### src/rtl/ocmp_pkg.sv
package ocmp_pkg;

    typedef enum logic [2:0] {
        MODE_OFF    = 3'b000,
        MODE_SET    = 3'b001,
        MODE_CLR    = 3'b010,
        MODE_TGL    = 3'b011,
        MODE_PULSE1 = 3'b100,
        MODE_PULSEN = 3'b101,
        MODE_PWM    = 3'b110,
        MODE_PWMF   = 3'b111
    } oc_mode_e;

    typedef struct packed {
        logic     tb_sel;
        oc_mode_e mode;
    } oc_cfg_t;

    localparam logic [1:0] ADDR_CTRL = 2'd0;
    localparam logic [1:0] ADDR_PRI  = 2'd1;
    localparam logic [1:0] ADDR_SEC  = 2'd2;

    localparam int NUM_REFS = 3;
    localparam int REF_PRI  = 0;
    localparam int REF_SEC  = 1;
    localparam int REF_DUTY = 2;

    function automatic logic mode_is_pwm(oc_mode_e m);
        return (m == MODE_PWM) || (m == MODE_PWMF);
    endfunction

    function automatic oc_cfg_t cfg_from_bits(logic [3:0] b);
        oc_cfg_t c;
        c.tb_sel = b[3];
        c.mode   = oc_mode_e'(b[2:0]);
        return c;
    endfunction

endpackage

### src/rtl/ocmp_regs.sv
module ocmp_regs
    import ocmp_pkg::*;
#(
    parameter int W = 16
) (
    input  logic         clk,
    input  logic         rst,
    input  logic         wr_en,
    input  logic [1:0]   wr_addr,
    input  logic [W-1:0] wr_data,
    output oc_cfg_t      cfg,
    output logic [W-1:0] pri_val,
    output logic [W-1:0] sec_val,
    output logic         ctrl_wr
);

    assign ctrl_wr = wr_en && (wr_addr == ADDR_CTRL);

    always_ff @(posedge clk) begin
        if (rst) begin
            cfg     <= '{tb_sel: 1'b0, mode: MODE_OFF};
            pri_val <= '0;
            sec_val <= '0;
        end else if (wr_en) begin
            case (wr_addr)
                ADDR_CTRL: cfg     <= cfg_from_bits(wr_data[3:0]);
                ADDR_PRI:  pri_val <= wr_data;
                ADDR_SEC:  sec_val <= wr_data;
                default:   ;
            endcase
        end
    end

endmodule

### src/rtl/ocmp_tbsel.sv
module ocmp_tbsel
    import ocmp_pkg::*;
#(
    parameter int W = 16
) (
    input  logic         tb_sel,
    input  logic [W-1:0] a_cnt,
    input  logic         a_pm,
    input  logic [W-1:0] b_cnt,
    input  logic         b_pm,
    input  logic [W-1:0] pri_val,
    input  logic [W-1:0] sec_val,
    input  logic [W-1:0] duty_val,
    output logic         hit_pri,
    output logic         hit_sec,
    output logic         hit_duty,
    output logic         period_hit
);

    logic [W-1:0] cnt;
    logic [W-1:0] refs [NUM_REFS];
    logic [NUM_REFS-1:0] hits;

    assign cnt        = tb_sel ? b_cnt : a_cnt;
    assign period_hit = tb_sel ? b_pm  : a_pm;

    assign refs[REF_PRI]  = pri_val;
    assign refs[REF_SEC]  = sec_val;
    assign refs[REF_DUTY] = duty_val;

    for (genvar i = 0; i < NUM_REFS; i++) begin : g_cmp
        assign hits[i] = (cnt == refs[i]);
    end

    assign hit_pri  = hits[REF_PRI];
    assign hit_sec  = hits[REF_SEC];
    assign hit_duty = hits[REF_DUTY];

endmodule

### src/rtl/ocmp_outlogic.sv
module ocmp_outlogic
    import ocmp_pkg::*;
#(
    parameter int W = 16
) (
    input  logic         clk,
    input  logic         rst,
    input  oc_cfg_t      cfg,
    input  logic         ctrl_wr,
    input  logic [W-1:0] sec_val,
    input  logic         hit_pri,
    input  logic         hit_sec,
    input  logic         hit_duty,
    input  logic         period_hit,
    input  logic         fault_n,
    output logic         q,
    output logic         irq,
    output logic [W-1:0] duty_val,
    output logic         fault_act
);

    logic flt;
    logic done;

    assign fault_act = (cfg.mode == MODE_PWMF) && (flt || !fault_n);

    always_ff @(posedge clk) begin
        if (rst) begin
            q        <= 1'b0;
            irq      <= 1'b0;
            duty_val <= '0;
            flt      <= 1'b0;
            done     <= 1'b0;
        end else begin
            irq <= 1'b0;
            if (ctrl_wr) begin
                q        <= 1'b0;
                flt      <= 1'b0;
                done     <= 1'b0;
                duty_val <= sec_val;
            end else begin
                unique case (cfg.mode)
                    MODE_OFF: q <= 1'b0;
                    MODE_SET: if (hit_pri) begin
                        q   <= 1'b1;
                        irq <= 1'b1;
                    end
                    MODE_CLR: if (hit_pri) begin
                        q   <= 1'b0;
                        irq <= 1'b1;
                    end
                    MODE_TGL: if (hit_pri) begin
                        q   <= ~q;
                        irq <= 1'b1;
                    end
                    MODE_PULSE1: begin
                        if (q && hit_sec) begin
                            q    <= 1'b0;
                            done <= 1'b1;
                            irq  <= 1'b1;
                        end else if (!done && hit_pri) begin
                            q <= 1'b1;
                        end
                    end
                    MODE_PULSEN: begin
                        if (q && hit_sec) begin
                            q   <= 1'b0;
                            irq <= 1'b1;
                        end else if (hit_pri) begin
                            q <= 1'b1;
                        end
                    end
                    MODE_PWM, MODE_PWMF: begin
                        if (cfg.mode == MODE_PWMF && flt) begin
                            q <= 1'b0;
                        end else if (cfg.mode == MODE_PWMF && !fault_n) begin
                            flt <= 1'b1;
                            q   <= 1'b0;
                            irq <= 1'b1;
                        end else if (period_hit) begin
                            q        <= 1'b1;
                            duty_val <= sec_val;
                            irq      <= 1'b1;
                        end else if (hit_duty) begin
                            q <= 1'b0;
                        end
                    end
                endcase
            end
        end
    end

    p_off_low_r4: assert property (@(posedge clk) disable iff (rst)
        (cfg.mode == MODE_OFF && !ctrl_wr) |=> !q);

    p_set_hold_r5: assert property (@(posedge clk) disable iff (rst)
        (cfg.mode == MODE_SET && q && !ctrl_wr) |=> q);

    p_clr_hold_r5: assert property (@(posedge clk) disable iff (rst)
        (cfg.mode == MODE_CLR && !q && !ctrl_wr) |=> !q);

    p_one_pulse_r7: assert property (@(posedge clk) disable iff (rst)
        (cfg.mode == MODE_PULSE1 && done && !ctrl_wr) |=> (done && !q));

    p_duty_frozen_r9: assert property (@(posedge clk) disable iff (rst)
        (mode_is_pwm(cfg.mode) && !period_hit && !ctrl_wr) |=> $stable(duty_val));

    p_fault_sticky_r10: assert property (@(posedge clk) disable iff (rst)
        (cfg.mode == MODE_PWMF && flt && !ctrl_wr) |=> (flt && !q && !irq));

endmodule

### src/rtl/ocmp_channel.sv
module ocmp_channel
    import ocmp_pkg::*;
#(
    parameter int W = 16
) (
    input  logic         clk,
    input  logic         rst,
    input  logic [W-1:0] tmr_a_cnt,
    input  logic         tmr_a_pm,
    input  logic [W-1:0] tmr_b_cnt,
    input  logic         tmr_b_pm,
    input  logic         wr_en,
    input  logic [1:0]   wr_addr,
    input  logic [W-1:0] wr_data,
    input  logic         fault_n,
    output logic         oc_pin,
    output logic         oc_oe,
    output logic         oc_irq
);

    oc_cfg_t      cfg;
    logic [W-1:0] pri_val;
    logic [W-1:0] sec_val;
    logic [W-1:0] duty_val;
    logic         ctrl_wr;
    logic         hit_pri;
    logic         hit_sec;
    logic         hit_duty;
    logic         period_hit;
    logic         q;
    logic         fault_act;

    ocmp_regs #(.W(W)) u_regs (
        .clk     (clk),
        .rst     (rst),
        .wr_en   (wr_en),
        .wr_addr (wr_addr),
        .wr_data (wr_data),
        .cfg     (cfg),
        .pri_val (pri_val),
        .sec_val (sec_val),
        .ctrl_wr (ctrl_wr)
    );

    ocmp_tbsel #(.W(W)) u_tbsel (
        .tb_sel     (cfg.tb_sel),
        .a_cnt      (tmr_a_cnt),
        .a_pm       (tmr_a_pm),
        .b_cnt      (tmr_b_cnt),
        .b_pm       (tmr_b_pm),
        .pri_val    (pri_val),
        .sec_val    (sec_val),
        .duty_val   (duty_val),
        .hit_pri    (hit_pri),
        .hit_sec    (hit_sec),
        .hit_duty   (hit_duty),
        .period_hit (period_hit)
    );

    ocmp_outlogic #(.W(W)) u_out (
        .clk        (clk),
        .rst        (rst),
        .cfg        (cfg),
        .ctrl_wr    (ctrl_wr),
        .sec_val    (sec_val),
        .hit_pri    (hit_pri),
        .hit_sec    (hit_sec),
        .hit_duty   (hit_duty),
        .period_hit (period_hit),
        .fault_n    (fault_n),
        .q          (q),
        .irq        (oc_irq),
        .duty_val   (duty_val),
        .fault_act  (fault_act)
    );

    assign oc_oe  = (cfg.mode != MODE_OFF);
    assign oc_pin = q && oc_oe && !fault_act;

    p_ctrl_clears_r2: assert property (@(posedge clk) disable iff (rst)
        ctrl_wr |=> (!q && !oc_irq));

endmodule

### config.mk
export PLATFORM = sky130hd
export DESIGN_NAME = ocmp_channel
export DESIGN_NICKNAME = d
export VERILOG_FILES = /design/src/rtl/ocmp_pkg.sv /design/src/rtl/ocmp_regs.sv /design/src/rtl/ocmp_tbsel.sv /design/src/rtl/ocmp_outlogic.sv /design/src/rtl/ocmp_channel.sv
export SDC_FILE = /design/constraint.sdc
export NUM_CORES = 1
export LEC_CHECK = 0
export BUFFER_PORTS_ARGS = -buffer_cell sky130_fd_sc_hd__buf_2
export CAP_MARGIN = 20
export CORE_ASPECT_RATIO = 0.8
export CORE_MARGIN = 2
export CORE_UTILIZATION = 30
export DETAILED_ROUTE_END_ITERATION = 6
export GPL_ROUTABILITY_DRIVEN = 0
export SLEW_MARGIN = 25
export SYNTH_ARGS = -nofsm -noshare
export SYNTH_HDL_FRONTEND = slang
export SYNTH_SLANG_ARGS = --single-unit
export TNS_END_PERCENT = 30
### constraint.sdc
create_clock -name clk -period 3.9 [get_ports clk]
set_input_delay 0.39 -clock clk [delete_from_list [all_inputs] [get_ports clk]]
set_output_delay 0.39 -clock clk [all_outputs]
set_load 0.005 [all_outputs]
==> out/metrics.cfg, run 1 <==
[run_status]
status = complete, no violations

[synth]
ys_seq_area_frac = 0.384
synth_cell_types = 33
syn_nets = 388
syn_area_per_cell_sq_um = 8.80
async_flop_share = 0
synthTopCellsByCount = nand2_1 (66), dfxtp_1 (56), xnor2_1 (47)
ys_seq_elements = 56
synth.most_common_cell = nand2_1
yosys.area.top_type = dfxtp_1
synth_top_area_frac = 0.384
synthCells = 332
yosys_warnings = 0
syn_area_sq_um = 2920
synth_area_leaders = dfxtp_1 (38%), xnor2_1 (14%), mux2i_1 (8.9%)
synth_edf_count = 0
synth_flop_cell = dfxtp_1

[power]
pwr-share-clk = 0.375
p_leak_nw = 1.28
seq_power_share = 0.487
switchingPower_w = 0.000327
pwr-share-comb = 0.137
p_per_area_nw_per_um2 = 360
p_int_w = 0.000909
ir_drop_mv = 0.188
power.total_w = 0.00124
sw_frac_of_total = 0.264

[clocking]
postCtsSetupBuffers = 0
clock_latency_ps = 300
cts_hold_repair.buffers = 0
root_buffer = clkbuf_16
cts_tree = done
cts-resized-gates = 0
clkTransAtPathRegs_ps = 80
cts.path.max_buffers = 2
numClockSinks = 56
h-tree-depth = 2
cts_made_buffers = 5

[worst_setup_path]
worst-path-max-fanout = 13
path_class = flip-flop to flip-flop
crit_chain = buf_4 -> mux2i_1 -> xnor2_1 -> nor4_1 -> nand4_1 -> o2111ai_1 -> nand3_1 -> mux2i_1 -> nor3_2
crit_family = simple AND/OR/NAND/NOR gates
crit_path_frequent_cell = mux2i_1
critPathLaunchType = flip-flop
crit_arrival_ps = 3110
critPathBufInv = 1
cp-end-kind = flip-flop
slowest_stage = dfxtp_1
required_ps = 4060
slowest_delay_ps = 570

[timing]
finalSetupTns_ps = 0
final-hold-violation-count = 0
fin_crit_sh = 0.758
fin_skew_ps = 5.91
grt_setup_unrepaired = no
clock.fmax_ghz = 0.338
report.final.slew_viol_count = 0
setup_viol = 0
hold_ws_ps = 338
tightest_slew_ps = 668
period_needed_ps = 2960
relSlewSlack = 0.553

[layout]
areaGrowthSynthToFinish_pct = 17.4
fillCellCount = 976
fin_nets = 439
antenna_cells = 0
drive_gt1_frac = 0.216

[detailed_routing]
vias = 2428
drt_wl_total_um = 7670
drt-pass1-iter-count = 5
drcViolationCount = 0
drt_iter0_markers = 157
wl_per_cell_um = 15.3
via_per_inst = 4.83
ant_nets = 0

[grt]
grt_pass1_wl_um = 12000
grt_max_degree = 57
antenna_found_initial = 0
grt.total_usage = 0.147
overflow = 0
grt_pass1_vias = 2364

[floorplanning]
die_h_um = 92.3
die_x_um = 114
core_area_sq_um = 9570
initial_core_util = 0.305
rows = 32
die_area_sq_um = 10600
io_pins = 59

[place]
port_buffers = 58
hpwlAfterDp_um = 5980

[hold_path]
hold_path.class = primary input to flip-flop

[run]
drv_cap = 0

[logic make-up (layout without fill, tap and decap cells)]
family,count (synthesis),after routing,share of synthesized area
and+or+nand+nor,127,127,0.195
AOI/OAI and AO/OA,46,46,0.0886
DFF,56,56,0.384
muxes,36,36,0.151
xor gates and xnor gates,47,47,0.141
buffers and inverters,20,72,0.0407
[metal layers]
metal / vias to the layer above / track usage / part of all wire
li1: 1230 / - / -
met1: 1102 / 0.213 / 0.50
met2: 85 / 0.211 / 0.41
met3: 11 / 0.0416 / 0.074
met4: 0 / 0.0407 / 0.016
met5: - / 0 / 0
[registers in the layout, indices dropped and copies added, names as in the netlist]
signal,cells
u_regs.cfg,4
u_out.duty_val,16
u_regs.pri_val,16
u_out.done,1
u_regs.sec_val,16
u_out.q,1
u_out.flt,1
u_out.irq,1
[power groups by stage]
stage / clock, W / combinational [W] / sequential, W
2_1_floorplan: 0 / 0.000116 / 0.000607
3_3_place_gp: 0 / 0.000169 / 0.000615
3_5_place_dp: 0 / 0.000170 / 0.000616
4_1_cts: 0.000474 / 0.000171 / 0.000602
5_1_grt: 0.000494 / 0.000185 / 0.000604
6_report: 0.000464 / 0.000170 / 0.000602
[final cells by class]
| cell class | count | area (sq um) | share of cell area |
|---|---|---|---|
| clock inverters | 3 | 27.5 | 0.00802 |
| multi-input cells | 256 | 1680 | 0.490 |
| inverters | 3 | 11.3 | 0.00328 |
| repair buffers | 61 | 315 | 0.0919 |
| flip-flops and latches | 56 | 1120 | 0.327 |
| well taps | 119 | 149 | 0.0434 |
| clock buffers | 5 | 125 | 0.0365 |
[cell usage in the layout, fill, tap and decap left out]
cell type,synthesis,final
a21oi_1,38,38
inv_8,0,1
clkinvlp_4,0,1
o21ai_0,1,1
nand3_1,4,4
nor3_1,2,2
clkinv_4,0,1
nor2_1,28,28
and3_1,1,1
buf_2,1,57
nand2_1,66,66
nor3b_1,1,1
nand4_1,3,3
clkbuf_16,0,5
inv_1,3,3
nand2b_1,2,2
a32oi_1,1,1
nor3_2,2,2
nor4_1,11,11
o2111ai_1,1,1
nand3b_1,4,4
a22o_1,1,1
xnor2_1,47,47
mux2i_1,26,26
mux2i_2,5,5
a21oi_2,1,1
dfxtp_1,56,56
o31ai_1,1,1
o31ai_2,1,1
buf_4,1,4
and3b_1,2,2
mux2i_4,5,5
or3_1,1,1
a2111oi_0,1,1
[tightest hold or removal path, cell delays in order]
cell	delay, ps
buf_2	100
nand2_1	50
a21oi_1	50
[final timing paths]
path                                    from                         endpoint  slack (ps)  cells after the start
min                               wr_data[8]   u_regs.sec_val[8]$_SDFFE_PP0P_         340                      3
max reg2reg       u_regs.cfg[3]$_SDFFE_PP0P_             u_out.q$_SDFFE_PP0P_         940                      9
min reg2reg  u_regs.pri_val[15]$_SDFFE_PP0P_  u_regs.pri_val[15]$_SDFFE_PP0P_         490                      2
max               u_regs.cfg[3]$_SDFFE_PP0P_             u_out.q$_SDFFE_PP0P_         940                      9
[stage by stage]
step / instance area, sq um / instances / utilization / setup WS, ps
3_5_place_dp: 3280 / 495 / 0.342 / 969
5_1_grt: 3430 / 503 / 0.359 / 724
6_report: 3430 / 503 / 0.359 / 944
2_1_floorplan: 2920 / 332 / - / 1850
3_3_place_gp: 3280 / 495 / 0.342 / 1200
4_1_cts: 3430 / 503 / 0.358 / 947
Power figures use the tool's default switching activity.
==> inputs of run 2 (changes only) <==
ABC_AREA = 1   (was default)
clock period = 2.5 ns   (was 3.9 ns; I/O delays follow)
==> out/metrics.cfg, run 2 <==
[layout]
fin_util = 0.356  ; -0.00225
final_cells = 730  ; +45%
most-common-layout-cells = nand2_1 (142), inv_1 (66), buf_2 (58)
seq_area_sq_um = 1120  ; unchanged
drive_gt1_frac = 0.159  ; -0.0574
top_regs = u_out.duty_val: 16 flops, u_regs.pri_val: 16 flops, u_regs.sec_val: 16 flops
final_area_sq_um = 3870  ; +13%
final_common_cell = nand2_1
antenna_cells = 0  ; unchanged
fin_nets = 642  ; +46%
areaGrowthSynthToFinish_pct = 15.8
multi_input_area_sq_um = 1840  ; +9.3%
fillCellCount = 1186  ; +22%

[timing]
report.final.slew_viol_count = 0  ; unchanged
hold_ws_ps = 222  ; -116 ps
setup_viol = 0  ; unchanged
fin_crit_sh = 0.832
finalSetupTns_ps = 0  ; unchanged
period_needed_ps = 2080
clock.fmax_ghz = 0.481
relSlewSlack = 0.360  ; -0.193
final-hold-violation-count = 0  ; unchanged
tightest_slew_ps = 955  ; +286 ps
fin_skew_ps = 3.12  ; -2.79 ps
grt_setup_unrepaired = no

[clocking]
cts_tree = done
clkTransAtPathRegs_ps = 70  ; about the same
h-tree-depth = 2  ; unchanged
cts_hold_repair.buffers = 0  ; unchanged
postCtsSetupBuffers = 0  ; unchanged
numClockSinks = 56  ; unchanged
cts_made_buffers = 5  ; unchanged
clock_latency_ps = 290  ; about the same
cts.path.max_buffers = 2  ; unchanged
cts-resized-gates = 0  ; unchanged
root_buffer = clkbuf_16

[detailed_routing]
wl_per_cell_um = 13.7  ; -10%
drt-pass1-iter-count = 5  ; unchanged
via_per_inst = 4.84  ; +0.21%
drt_wl_total_um = 10000  ; +30%
drcViolationCount = 0  ; unchanged
wl_met3_um = 589  ; +3.5%
drt-met1-wl_um = 4800  ; +26%
drt_iter0_markers = 268  ; +71%
routed.top_layer = met4
ant_nets = 0  ; unchanged
vias = 3531  ; +45%
wl_met2_um = 4510  ; +42%

[place]
dpl_cell_area_sq_um = 3730  ; +14%
place_inst = 723  ; +46%
hpwlAfterDp_um = 7390  ; +24%
port_buffers = 58  ; unchanged

[worst_setup_path]
worst-path-max-fanout = 30  ; +17
path_class = primary input to flip-flop
critPathLaunchType = primary input
required_ps = 2660  ; -1400 ps
cp-end-kind = flip-flop
crit_arrival_ps = 2240  ; -870 ps

[synth]
yosys_warnings = 0  ; unchanged
syn_area_per_cell_sq_um = 6.24  ; -29%
async_flop_share = 0  ; unchanged
synthTopCellsByCount = nand2_1 (142), inv_1 (67), a21oi_1 (56), dfxtp_1 (56), nand3_1 (56)
yosys.area.top_type = dfxtp_1
synth_area_leaders = dfxtp_1 (34%), nand2_1 (16%), a21oi_1 (8.4%)
synth_flop_cell = dfxtp_1
synth_top_area_frac = 0.336  ; -0.0477
synthCells = 535  ; +61%
ys_seq_elements = 56  ; unchanged
synth_edf_count = 0  ; unchanged
synth_cell_types = 24  ; -27%
synth.most_common_cell = nand2_1
syn_nets = 591  ; +52%
ys_seq_area_frac = 0.336  ; -0.0477
syn_area_sq_um = 3340  ; +14%

[power]
p_per_area_nw_per_um2 = 533  ; +48%
ir_drop_mv = 0.258  ; +37%
p_leak_nw = 1.79  ; +40%

[floorplanning]
core_area_sq_um = 10800  ; +13%
initial_core_util = 0.308  ; +0.00229
io_pins = 59  ; unchanged
die_x_um = 122  ; +6.6%
die_h_um = 98.4  ; +6.6%
die_area_sq_um = 12000  ; +14%
rows = 34  ; +6.3%

[run]
drv_cap = 0  ; unchanged

[grt]
grt_pass1_vias = 3402  ; +44%
grt_pass1_wl_um = 16400  ; +36%
overflow = 0  ; unchanged
grt_max_degree = 54  ; -5.3%
grt.total_usage = 0.174  ; +0.0272
antenna_found_initial = 0  ; unchanged

[hold_path]
hold_path.class = primary input to flip-flop

[run_status]
status = complete, no violations

run 2: through the flow:
| step | setup slack (ps) | power (W) |
|---|---|---|
| 2_1_floorplan | 918 | 0.00125 |
| 3_3_place_gp | 549 | 0.00138 |
| 3_5_place_dp | 557 | 0.00139 |
| 4_1_cts | 549 | 0.00207 |
| 5_1_grt | 232 | 0.00218 |
| 6_report | 419 | 0.00206 |
run 2: cell families after synthesis:
family	Yosys count	share of synthesized area
AND/OR/NAND/NOR	274	0.367
AO/OA/AOI/OAI	113	0.171
flip-flops	56	0.336
XOR/XNOR	4	0.0127
buffers and inverters	88	0.113
run 2: path summary, 6_finish.rpt:
kind / startpoint / slack (ps) / end / depth (start not counted)
setup / recovery: wr_en / 420 / u_regs.pri_val[6]$_SDFFE_PP0P_ / 6
hold / removal: wr_data[12] / 220 / u_regs.pri_val[12]$_SDFFE_PP0P_ / 3
setup reg to reg: u_regs.cfg[3]$_SDFFE_PP0P_ / 530 / u_out.q$_SDFFE_PP0P_ / 11
hold reg to reg: u_regs.pri_val[10]$_SDFFE_PP0P_ / 480 / u_regs.pri_val[10]$_SDFFE_PP0P_ / 2
run 2: final cells by class:
class | instances | area share
multi-input cells | 391 | 0.476
flip-flops and latches | 56 | 0.290
repair buffers | 63 | 0.0848
inverters | 69 | 0.0683
well taps | 144 | 0.0466
clock buffers | 6 | 0.0333
clock inverters | 1 | 0.00129
run 2: metal layers:
| metal | track usage | vias up |
|---|---|---|
| li1 | - | 1818 |
| met1 | 0.239 | 1598 |
| met2 | 0.281 | 104 |
| met3 | 0.0333 | 11 |
| met4 | 0.0424 | 0 |
| met5 | 0 | - |
run 2: worst max-delay path, cell delays in order:
cell      delay, ps
buf_2           100
nand2_1          50
nor2_1          380
clkinv_1        900
o21ai_0         480
a21oi_1          70
run 2: power by group:
part / switching, W / internal [W]
registers: 0.0000275 / 0.000936
clock network: 0.000323 / 0.000366
logic: 0.000265 / 0.000144
total: 0.000616 / 0.00145
==> inputs of run 3 (changes only) <==
ABC_AREA = 0   (was 1)
clock period = 1.8 ns   (was 2.5 ns; I/O delays follow)
==> out/metrics.cfg, run 3 (synthesis gave the netlist of run 1 again) <==
[run_status]
status = finished with violations
violations = setup timing

[worst_setup_path]
critPathLaunchType = flip-flop
crit_family = simple AND/OR/NAND/NOR gates
crit_chain = buf_4 -> mux2i_4 -> xnor2_1 -> nor4_2 -> nand4_1 -> buf_4 -> nand3_1 -> nand3_1 -> mux2i_1 -> nor3_2
r2r_slack_ps = -510  ; -1040 ps
slowest_stage = dfxtp_4
cp-end-kind = flip-flop
worst-path-max-fanout = 4  ; -87%
crit_arrival_ps = 2470  ; +230 ps
rr_worst_depth = 10  ; -1
required_ps = 1960  ; -700 ps
path_class = flip-flop to flip-flop
crit_cells = 10  ; +4
slowest_delay_ps = 410  ; -490 ps
critPathBufInv = 2  ; unchanged

[floorplanning]
die_h_um = 92.3  ; -6.2%
die_area_sq_um = 10600  ; -12%
core_area_sq_um = 9570  ; -12%
initial_core_util = 0.305  ; -0.00229
io_pins = 59  ; unchanged
rows = 32  ; -5.9%
die_x_um = 114  ; -6.2%

[timing]
fin_crit_sh = 1.28
grt_setup_unrepaired = yes
tightest_slew_ps = 465  ; -490 ps
final-hold-violation-count = 0  ; unchanged
setup_viol = 18  ; +18
relSlewSlack = 0.690  ; +0.331
report.final.slew_viol_count = 0  ; unchanged
hold_ws_ps = 134  ; -87.5 ps
clock.fmax_ghz = 0.433
fin_skew_ps = 5.32  ; +2.20 ps
worst_slack_ps = -508  ; -927 ps
period_needed_ps = 2310

[grt]
antenna_found_initial = 0  ; unchanged
grt.total_usage = 0.156  ; -0.0181
grt_max_degree = 25  ; -54%
grt_pass1_vias = 2403  ; -29%
overflow = 0  ; unchanged
grt_pass1_wl_um = 12600  ; -23%

[layout]
drive_gt1_frac = 0.312  ; +0.153
fin_nets = 476  ; -26%
final_area_sq_um = 3870  ; +0.13%
antenna_cells = 0  ; unchanged
final_common_cell = nand2_1
top_regs = u_out.duty_val: 16 flops, u_regs.pri_val: 16 flops, u_regs.sec_val: 16 flops
areaGrowthSynthToFinish_pct = 32.4
most-common-layout-cells = nand2_1 (66), buf_2 (58), dfxtp_1 (55)
fillCellCount = 971  ; -18%

[clocking]
cts_hold_repair.buffers = 0  ; unchanged
cts_tree = done
clkTransAtPathRegs_ps = 70  ; about the same
clock_latency_ps = 290  ; about the same
cts_made_buffers = 5  ; unchanged
root_buffer = clkbuf_16
numClockSinks = 56  ; unchanged
cts.path.max_buffers = 2  ; unchanged
h-tree-depth = 2  ; unchanged

[detailed_routing]
via_per_inst = 4.83  ; about the same
wl_per_cell_um = 15.2  ; +11%
drt_wl_total_um = 8190  ; -18%
drt-pass1-iter-count = 4  ; -1
ant_nets = 0  ; unchanged
drcViolationCount = 0  ; unchanged
drt_iter0_markers = 163  ; -39%
vias = 2606  ; -26%

[hold_path]
hold_depth = 3  ; unchanged
hold_path.class = primary input to flip-flop

[power]
pwr-share-comb = 0.176  ; -0.022
ir_drop_mv = 0.358  ; +39%
p_leak_nw = 1.50  ; -16%
p_int_w = 0.00202  ; +40%
pwr-share-clk = 0.345  ; +0.011
switchingPower_w = 0.000693  ; +13%
seq_power_share = 0.479  ; +0.012
power.total_w = 0.00271  ; +31%
sw_frac_of_total = 0.256  ; -0.0430
p_per_area_nw_per_um2 = 700  ; +31%

[place]
port_buffers = 58  ; unchanged
hpwlAfterDp_um = 6370  ; -14%
place_ws_ps = -668  ; -1230 ps
dpl_cell_area_sq_um = 3560  ; -4.7%

[run]
drv_cap = 0  ; unchanged

-- run 3: changes by cell type in the layout (fill, tap and decap cells not counted), sizes merged, moves of 17 or more --
cell	previous run	this run
nor2	45	28
xnor2	0	47
nand3	57	4
inv	67	3
o21ai	55	1
mux2i	0	36
a21oi	57	39
buf	63	97
nand2	157	66
-- run 3: power groups by stage --
stage | Sequential [W] | Combinational, W | Clock, W
floorplan | 0.00132 | 0.000255 | 0
finish | 0.00130 | 0.000477 | 0.000935
global route | 0.00130 | 0.000517 | 0.00100
detailed placement | 0.00133 | 0.000440 | 0
CTS | 0.00130 | 0.000465 | 0.000948
global placement | 0.00133 | 0.000438 | 0
-- run 3: final cells by class --
type,count,area (sq um),area share
repair buffers,98,664,0.172
clock buffers,5,125,0.0323
flip-flops and latches,56,1120,0.291
well taps,119,149,0.0385
clock inverters,2,12.5,0.00323
inverters,3,11.3,0.00291
multi-input cells,256,1780,0.461
-- run 3: per-layer routing --
metal,vias to the layer above,part of all wire,track usage
met5,-,0,0
met4,0,0.0090,0.0335
met3,8,0.052,0.0304
met2,68,0.43,0.237
met1,1230,0.51,0.227
li1,1300,-,-
-- run 3: worst paths after layout --
check                                                    start                              end
worst max-delay path                u_regs.cfg[3]$_SDFFE_PP0P_             u_out.q$_SDFFE_PP0P_
worst min-delay path                               wr_data[10]  u_regs.pri_val[10]$_SDFFE_PP0P_
worst min register to register  u_regs.pri_val[2]$_SDFFE_PP0P_   u_regs.pri_val[2]$_SDFFE_PP0P_
worst max register to register      u_regs.cfg[3]$_SDFFE_PP0P_             u_out.q$_SDFFE_PP0P_
-- run 3: tightest hold or removal path, delay by kind of cell --
family	cells	cell delay, ps
buf+inv	1	100
simple gates	1	50
compound gates	1	50
-- run 3: through the flow --
step / std cells / setup TNS (ps) / util
floorplan: 332 / -656 / -
CTS: 536 / -1690 / 0.397
global route: 539 / -3500 / 0.405
finish: 539 / -1550 / 0.405
detailed placement: 527 / -3490 / 0.372
global placement: 527 / -2540 / 0.372
-- run 3: what timing repair did --
item / CTS / global route
setup buffers: 1 / 2
endpoints found under the setup margin: 19 / 19
resized for setup: 13 / 8
cloned: 1 / 1
pin swaps: 7 / 6
